## config.mk

```make
export PLATFORM = sky130hd
export DESIGN_NAME = cgpio_timer_group
export DESIGN_NICKNAME = d
export VERILOG_FILES = /design/src/rtl/cgpio_pkg.sv /design/src/rtl/cgpio_prescaler.sv /design/src/rtl/cgpio_engine.sv /design/src/rtl/cgpio_pin_steer.sv /design/src/rtl/cgpio_timer_group.sv
export SDC_FILE = /design/constraint.sdc
export NUM_CORES = 1
export LEC_CHECK = 0
export BUFFER_PORTS_ARGS = -buffer_cell sky130_fd_sc_hd__buf_4
export CAP_MARGIN = 20
export CORE_ASPECT_RATIO = 1.5
export CORE_MARGIN = 4
export CORE_UTILIZATION = 45
export CTS_BUF_LIST = sky130_fd_sc_hd__clkbuf_4 sky130_fd_sc_hd__clkbuf_8
export CTS_CLUSTER_SIZE = 10
export DETAILED_ROUTE_END_ITERATION = 10
export MAX_ROUTING_LAYER = met4
export SYNTH_ARGS = -nofsm -noshare
export SYNTH_HDL_FRONTEND = slang
export SYNTH_SLANG_ARGS = --single-unit
```

## constraint.sdc

```tcl
create_clock -name clk -period 3.3 [get_ports clk]
set_input_delay 0.165 -clock clk [delete_from_list [all_inputs] [get_ports clk]]
set_output_delay 0.165 -clock clk [all_outputs]
set_load 0.1 [all_outputs]
```

## src/rtl/cgpio_pkg.sv

```systemverilog
package cgpio_pkg;

    typedef enum logic [1:0] {
        MODE_TIMER   = 2'b00,
        MODE_PWM     = 2'b01,
        MODE_ONESHOT = 2'b10,
        MODE_OFF     = 2'b11
    } cg_mode_e;

    localparam logic [1:0] ADDR_CTRL   = 2'd0;
    localparam logic [1:0] ADDR_PERIOD = 2'd1;
    localparam logic [1:0] ADDR_THRESH = 2'd2;

    localparam int CTRL_FAST_BIT = 2;
    localparam int CTRL_IDX_LSB  = 3;

    function automatic logic mode_drives_pin(cg_mode_e m);
        return (m == MODE_PWM) || (m == MODE_ONESHOT);
    endfunction

endpackage

```

## src/rtl/cgpio_prescaler.sv

```systemverilog
module cgpio_prescaler #(
    parameter int SLOW_DIV = 16
) (
    input  logic clk,
    input  logic rst,
    input  logic fast,
    output logic tick
);
    localparam int PW = (SLOW_DIV > 1) ? $clog2(SLOW_DIV) : 1;
    localparam logic [PW-1:0] LAST = PW'(SLOW_DIV - 1);

    logic [PW-1:0] div_q;

    always_ff @(posedge clk) begin
        if (rst) begin
            div_q <= '0;
        end else if (div_q == LAST) begin
            div_q <= '0;
        end else begin
            div_q <= div_q + 1'b1;
        end
    end

    assign tick = fast || (div_q == LAST);
endmodule

```

## src/rtl/cgpio_engine.sv

```systemverilog
module cgpio_engine
    import cgpio_pkg::*;
#(
    parameter int CNT_W = 16
) (
    input  logic             clk,
    input  logic             rst,
    input  logic             tick,
    input  cg_mode_e         mode,
    input  logic             restart,
    input  logic             start_os,
    input  logic [CNT_W-1:0] per_sh,
    input  logic [CNT_W-1:0] thr_sh,
    output logic [CNT_W-1:0] cnt,
    output logic [CNT_W-1:0] act_per,
    output logic             busy,
    output logic             wave,
    output logic             irq
);
    logic [CNT_W-1:0] act_thr;

    always_ff @(posedge clk) begin
        if (rst) begin
            cnt     <= '0;
            act_per <= '0;
            act_thr <= '0;
            busy    <= 1'b0;
            irq     <= 1'b0;
        end else begin
            irq <= 1'b0;
            if (restart) begin
                cnt     <= '0;
                act_per <= per_sh;
                act_thr <= thr_sh;
                busy    <= start_os && (thr_sh != '0);
            end else if (tick) begin
                unique case (mode)
                    MODE_TIMER, MODE_PWM: begin
                        if (cnt >= act_per) begin
                            cnt     <= '0;
                            act_per <= per_sh;
                            act_thr <= thr_sh;
                            irq     <= (mode == MODE_TIMER);
                        end else begin
                            cnt <= cnt + 1'b1;
                        end
                    end
                    MODE_ONESHOT: begin
                        if (busy) begin
                            if (cnt == act_thr - 1'b1) begin
                                busy <= 1'b0;
                                irq  <= 1'b1;
                            end else begin
                                cnt <= cnt + 1'b1;
                            end
                        end
                    end
                    default: cnt <= '0;
                endcase
            end
        end
    end

    always_comb begin
        unique case (mode)
            MODE_PWM:     wave = (cnt < act_thr);
            MODE_ONESHOT: wave = busy;
            default:      wave = 1'b0;
        endcase
    end
endmodule

```

## src/rtl/cgpio_pin_steer.sv

```systemverilog
module cgpio_pin_steer #(
    parameter int GRP_N = 8,
    parameter int IDX_W = 3
) (
    input  logic             en,
    input  logic [IDX_W-1:0] sel,
    input  logic             wave,
    output logic [GRP_N-1:0] pin_out,
    output logic [GRP_N-1:0] pin_oe
);
    for (genvar i = 0; i < GRP_N; i++) begin : g_pin
        assign pin_oe[i]  = en && (sel == IDX_W'(i));
        assign pin_out[i] = en && (sel == IDX_W'(i)) && wave;
    end
endmodule

```

## src/rtl/cgpio_timer_group.sv

```systemverilog
module cgpio_timer_group
    import cgpio_pkg::*;
#(
    parameter int CNT_W    = 16,
    parameter int GRP_N    = 8,
    parameter int SLOW_DIV = 16
) (
    input  logic             clk,
    input  logic             rst,
    input  logic             wr_en,
    input  logic [1:0]       wr_addr,
    input  logic [CNT_W-1:0] wr_data,
    output logic [GRP_N-1:0] pin_out,
    output logic [GRP_N-1:0] pin_oe,
    output logic [CNT_W-1:0] timer_val,
    output logic             irq
);
    localparam int IDX_W     = (GRP_N > 1) ? $clog2(GRP_N) : 1;
    localparam int START_BIT = CTRL_IDX_LSB + IDX_W;

    cg_mode_e         mode_q;
    logic             fast_q;
    logic [IDX_W-1:0] sel_q;
    logic [CNT_W-1:0] per_sh, thr_sh, act_per;
    logic             tick, busy, wave, ctl_wr, start_os;

    assign ctl_wr   = wr_en && (wr_addr == ADDR_CTRL);
    assign start_os = ctl_wr && wr_data[START_BIT]
                      && (cg_mode_e'(wr_data[1:0]) == MODE_ONESHOT);

    always_ff @(posedge clk) begin
        if (rst) begin
            mode_q <= MODE_OFF;
            fast_q <= 1'b0;
            sel_q  <= '0;
            per_sh <= '0;
            thr_sh <= '0;
        end else if (wr_en) begin
            unique case (wr_addr)
                ADDR_CTRL: begin
                    mode_q <= cg_mode_e'(wr_data[1:0]);
                    fast_q <= wr_data[CTRL_FAST_BIT];
                    sel_q  <= wr_data[CTRL_IDX_LSB +: IDX_W];
                end
                ADDR_PERIOD: per_sh <= wr_data;
                ADDR_THRESH: thr_sh <= wr_data;
                default: ;
            endcase
        end
    end

    cgpio_prescaler #(.SLOW_DIV(SLOW_DIV)) u_psc (
        .clk(clk), .rst(rst), .fast(fast_q), .tick(tick)
    );

    cgpio_engine #(.CNT_W(CNT_W)) u_eng (
        .clk(clk), .rst(rst), .tick(tick), .mode(mode_q),
        .restart(ctl_wr), .start_os(start_os),
        .per_sh(per_sh), .thr_sh(thr_sh),
        .cnt(timer_val), .act_per(act_per), .busy(busy),
        .wave(wave), .irq(irq)
    );

    cgpio_pin_steer #(.GRP_N(GRP_N), .IDX_W(IDX_W)) u_steer (
        .en(mode_drives_pin(mode_q)), .sel(sel_q), .wave(wave),
        .pin_out(pin_out), .pin_oe(pin_oe)
    );
endmodule

```

==> results.sh <==
export IMPL_slew_headroom=0.262
export IMPL_vdd_drop_max_mv=0.252
export IMPL_crit_top_cell="o21a_1"
export IMPL_core_region_area_um2=11500
export IMPL_rsz0062_at_grt="no"
export IMPL_whs_ps=31.5
export IMPL_end_kind="output pin"
export IMPL_min_period_ps=3110
export IMPL_power_uw=2110
export IMPL_cp_required_ps=3130
export IMPL_cts_tree="built"
export IMPL_synth_area_per_cell_um2=8.10
export IMPL_grt_max_degree=78
export IMPL_synth_top_cell_area_share=0.346
export IMPL_ys_ff_latch=92
export IMPL_grt_pass1_wl_um=24200
export IMPL_setup_viol=0
export IMPL_multi_input_area_um2=3230
export IMPL_htreeDepth=3
export IMPL_routedWlPerCell_um=17.3
export IMPL_final_layout_size_suffix_gt1_frac=0.174
export IMPL_finalHoldViolCount=0
export IMPL_p_switching_uw=610
export IMPL_diodes=0
export IMPL_synth_top_area_cell="dfxtp_1"
export IMPL_clockPowerShare=0.359
export IMPL_nets=763
export IMPL_maxSlewViolCount=0
export IMPL_worstPathCellList="inv_1, ha_1, nor2b_1, o21a_1, o21a_1, o21a_1, o21a_1, o21ai_0, a21oi_2, and3b_1, buf_4"
export IMPL_setup_tns_ps=0
export IMPL_p_leak_uw=0.00261
export IMPL_rr_startpoint="u_eng.act_thr[1]$_SDFFE_PP0P_"
export IMPL_antenna_found_initial=0
export IMPL_die_h_um=141
export IMPL_final_common_cell="nand2_1"
export IMPL_io_pins=54
export IMPL_cp_slowest_cell="dfxtp_1"
export IMPL_min_from="wr_data[0]"
export IMPL_fill_cells=1156
export IMPL_via_count=4818
export IMPL_fmax_mhz=322
export IMPL_cts_buffer_depth=2
export IMPL_root_buffer="clkbuf_8"
export IMPL_tightest_slew_ps=1100
export IMPL_max_stage_delay_ps=450
export IMPL_post_dp_hpwl_um=11400
export IMPL_cts_sinks=92
export IMPL_ys_types=57
export IMPL_synth_edff_count=0
export IMPL_dp_slack_ps=153
export IMPL_intPower_uw=1500
export IMPL_power_density_nw_per_um2=344
export IMPL_reg2reg_setup_slack_ps=240
export IMPL_fp_dieArea_um2=13700
export IMPL_outcome="finished, final reports clean"
export IMPL_hold_depth=2
export IMPL_drt_initial_drc_count=317
export IMPL_cp_data_arrival_time_ps=2940
export IMPL_power_share_combinational=0.096
export IMPL_yosysWarnings=0
export IMPL_hp_class="in -> reg"
export IMPL_clock_latency_ps=380
export IMPL_ant_nets=0
export IMPL_clk_pin_slew_ps=100
export IMPL_drc=0
export IMPL_fin_area_um2=6130
export IMPL_dpl_cell_area_um2=5910
export IMPL_yosys_top_cells_area="dfxtp_1 35%, ha_1 9.2%, nand2_1 7.4%"
export IMPL_critPathKind="reg -> out"
export IMPL_async_flop_share=0
export IMPL_final_setup_worst_slack_ps=193
export IMPL_cts_buffers=9
export IMPL_overflow=0
export IMPL_final_cell_mix="105 x nand2_1, 89 x dfxtp_1, 67 x buf_4"
export IMPL_portBuffers=53
export IMPL_die_width_um=96.8
export IMPL_crit_fanout=8
export IMPL_gp_congestion=1.00
export IMPL_viasPerCell=5.62
export IMPL_skew_ps=8.03
export IMPL_syn_nets=717
export IMPL_grt_pass1_vias=4779
export IMPL_finalCritPeriodShare=0.942
export IMPL_start_util=0.462
export IMPL_wirelength_um=14800
export IMPL_gr_usage_all_layers=0.228
export IMPL_rows=48
export IMPL_dr_pass1_iters=5
export IMPL_reg2reg_depth=11
export IMPL_syn_inst=657
export IMPL_switching_share=0.289
export IMPL_holdBufCountCts=0
export IMPL_syn_area_um2=5320
export IMPL_seq_power_share=0.545
export IMPL_synth_seq_area_share=0.346
export IMPL_synthFlopType="dfxtp_1"
export IMPL_start_kind="register"
export IMPL_area_growth_pct=15.3
export IMPL_max_cap_viol_count=0
export IMPL_holdPathEnd="mode_q[0]$_SDFFE_PP1P_"
export IMPL_ff_latch_area_um2=1850
export IMPL_r2r_end="u_eng.cnt[4]$_SDFFE_PP0P_"
## flip-flops by register name, indices dropped and copies added, names as in the netlist
signal,count
fast_q,1
mode_q,2
per_sh,16
sel_q,3
thr_sh,16
u_eng.act_per,16
u_eng.act_thr,16
u_eng.busy,1
u_eng.cnt,16
u_eng.irq,1
u_psc.div_q,4
## worst max-delay path, delay by kind of cell, from the launching register on
kind,cells,cell delay (ps)
flip-flops,1,450
buffers and inverters,2,400
AO/OA/AOI/OAI,6,1050
AND/OR/NAND/NOR,2,400
adder cells (fa/ha/maj),1,270
## layer usage
layer	track usage	wire [um]	part of all wire
met1	0.258	6150	0.42
met4	0.129	777	0.052
met5	-	0	0
met3	0.0401	640	0.043
met2	0.378	7230	0.49
## cell type report
| cell class | instances | share of cell area |
|---|---|---|
| repair buffers | 68 | 0.0853 |
| well taps | 150 | 0.0306 |
| inverters | 42 | 0.0257 |
| flip-flops and latches | 92 | 0.301 |
| multi-input cells | 490 | 0.526 |
| clock buffers | 9 | 0.0202 |
| clock inverters | 7 | 0.0116 |
## synthesized netlist by cell type (all sizes together) (7+ instances only)
| master | instances |
|---|---|
| nor3 | 11 |
| nor4 | 11 |
| nand4 | 7 |
| clkbuf | 21 |
| or3 | 17 |
| nand2b | 8 |
| nor2 | 68 |
| xor2 | 9 |
| inv | 42 |
| dfxtp | 92 |
| nand2 | 105 |
| or2 | 9 |
| mux2i | 37 |
| nand3 | 11 |
| ha | 39 |
| xnor2 | 12 |
| a21oi | 57 |
| buf | 12 |
| o22ai | 10 |
## cell families (layout without fill, tap and decap cells)
family / after synthesis / count (layout) / synth area share
xor gates and xnor gates: 21 / 21 / 0.0346
AOI/OAI and AO/OA: 117 / 117 / 0.151
DFF: 92 / 92 / 0.346
adders and majority gates: 39 / 39 / 0.0917
buffers and inverters: 75 / 126 / 0.0604
and+or+nand+nor: 276 / 276 / 0.247
muxes: 37 / 37 / 0.0696
## worst max-delay path by stage
stage                                  start                         to  slack, ps  cells past startpoint
3_5_place_dp   u_eng.act_thr[1]$_SDFFE_PP0P_  u_eng.cnt[1]$_SDFFE_PP0P_        150                     11
6_report       u_eng.act_thr[1]$_SDFFE_PP0P_                 pin_out[5]        190                     11
3_3_place_gp   u_eng.act_thr[0]$_SDFFE_PP0P_  u_eng.cnt[1]$_SDFFE_PP0P_        260                     11
5_1_grt        u_eng.act_thr[1]$_SDFFE_PP0P_  u_eng.cnt[4]$_SDFFE_PP0P_         20                     11
2_1_floorplan         mode_q[0]$_SDFFE_PP1P_                 pin_out[1]         20                      6
4_1_cts        u_eng.act_thr[1]$_SDFFE_PP0P_                 pin_out[5]        120                     11
## per-stage QoR
stage | std cells | util
3_3_place_gp | 842 | 0.513
6_report | 858 | 0.532
5_1_grt | 858 | 0.532
4_1_cts | 858 | 0.530
3_5_place_dp | 842 | 0.513
2_1_floorplan | 657 | -
## power by group through the flow
stage | Clock [uW] | Combinational [uW] | Sequential, uW
6_report | 758 | 203 | 1150
5_1_grt | 821 | 225 | 1150
4_1_cts | 774 | 201 | 1150
3_5_place_dp | 0 | 201 | 1180
3_3_place_gp | 0 | 197 | 1170
2_1_floorplan | 0 | 138 | 1170
## repair_timing
action	4_1_cts	5_1_grt
gates resized for setup	0	5
endpoints found under the setup margin	0	19
buffers inserted	0	0
Power figures use the tool's default switching activity.
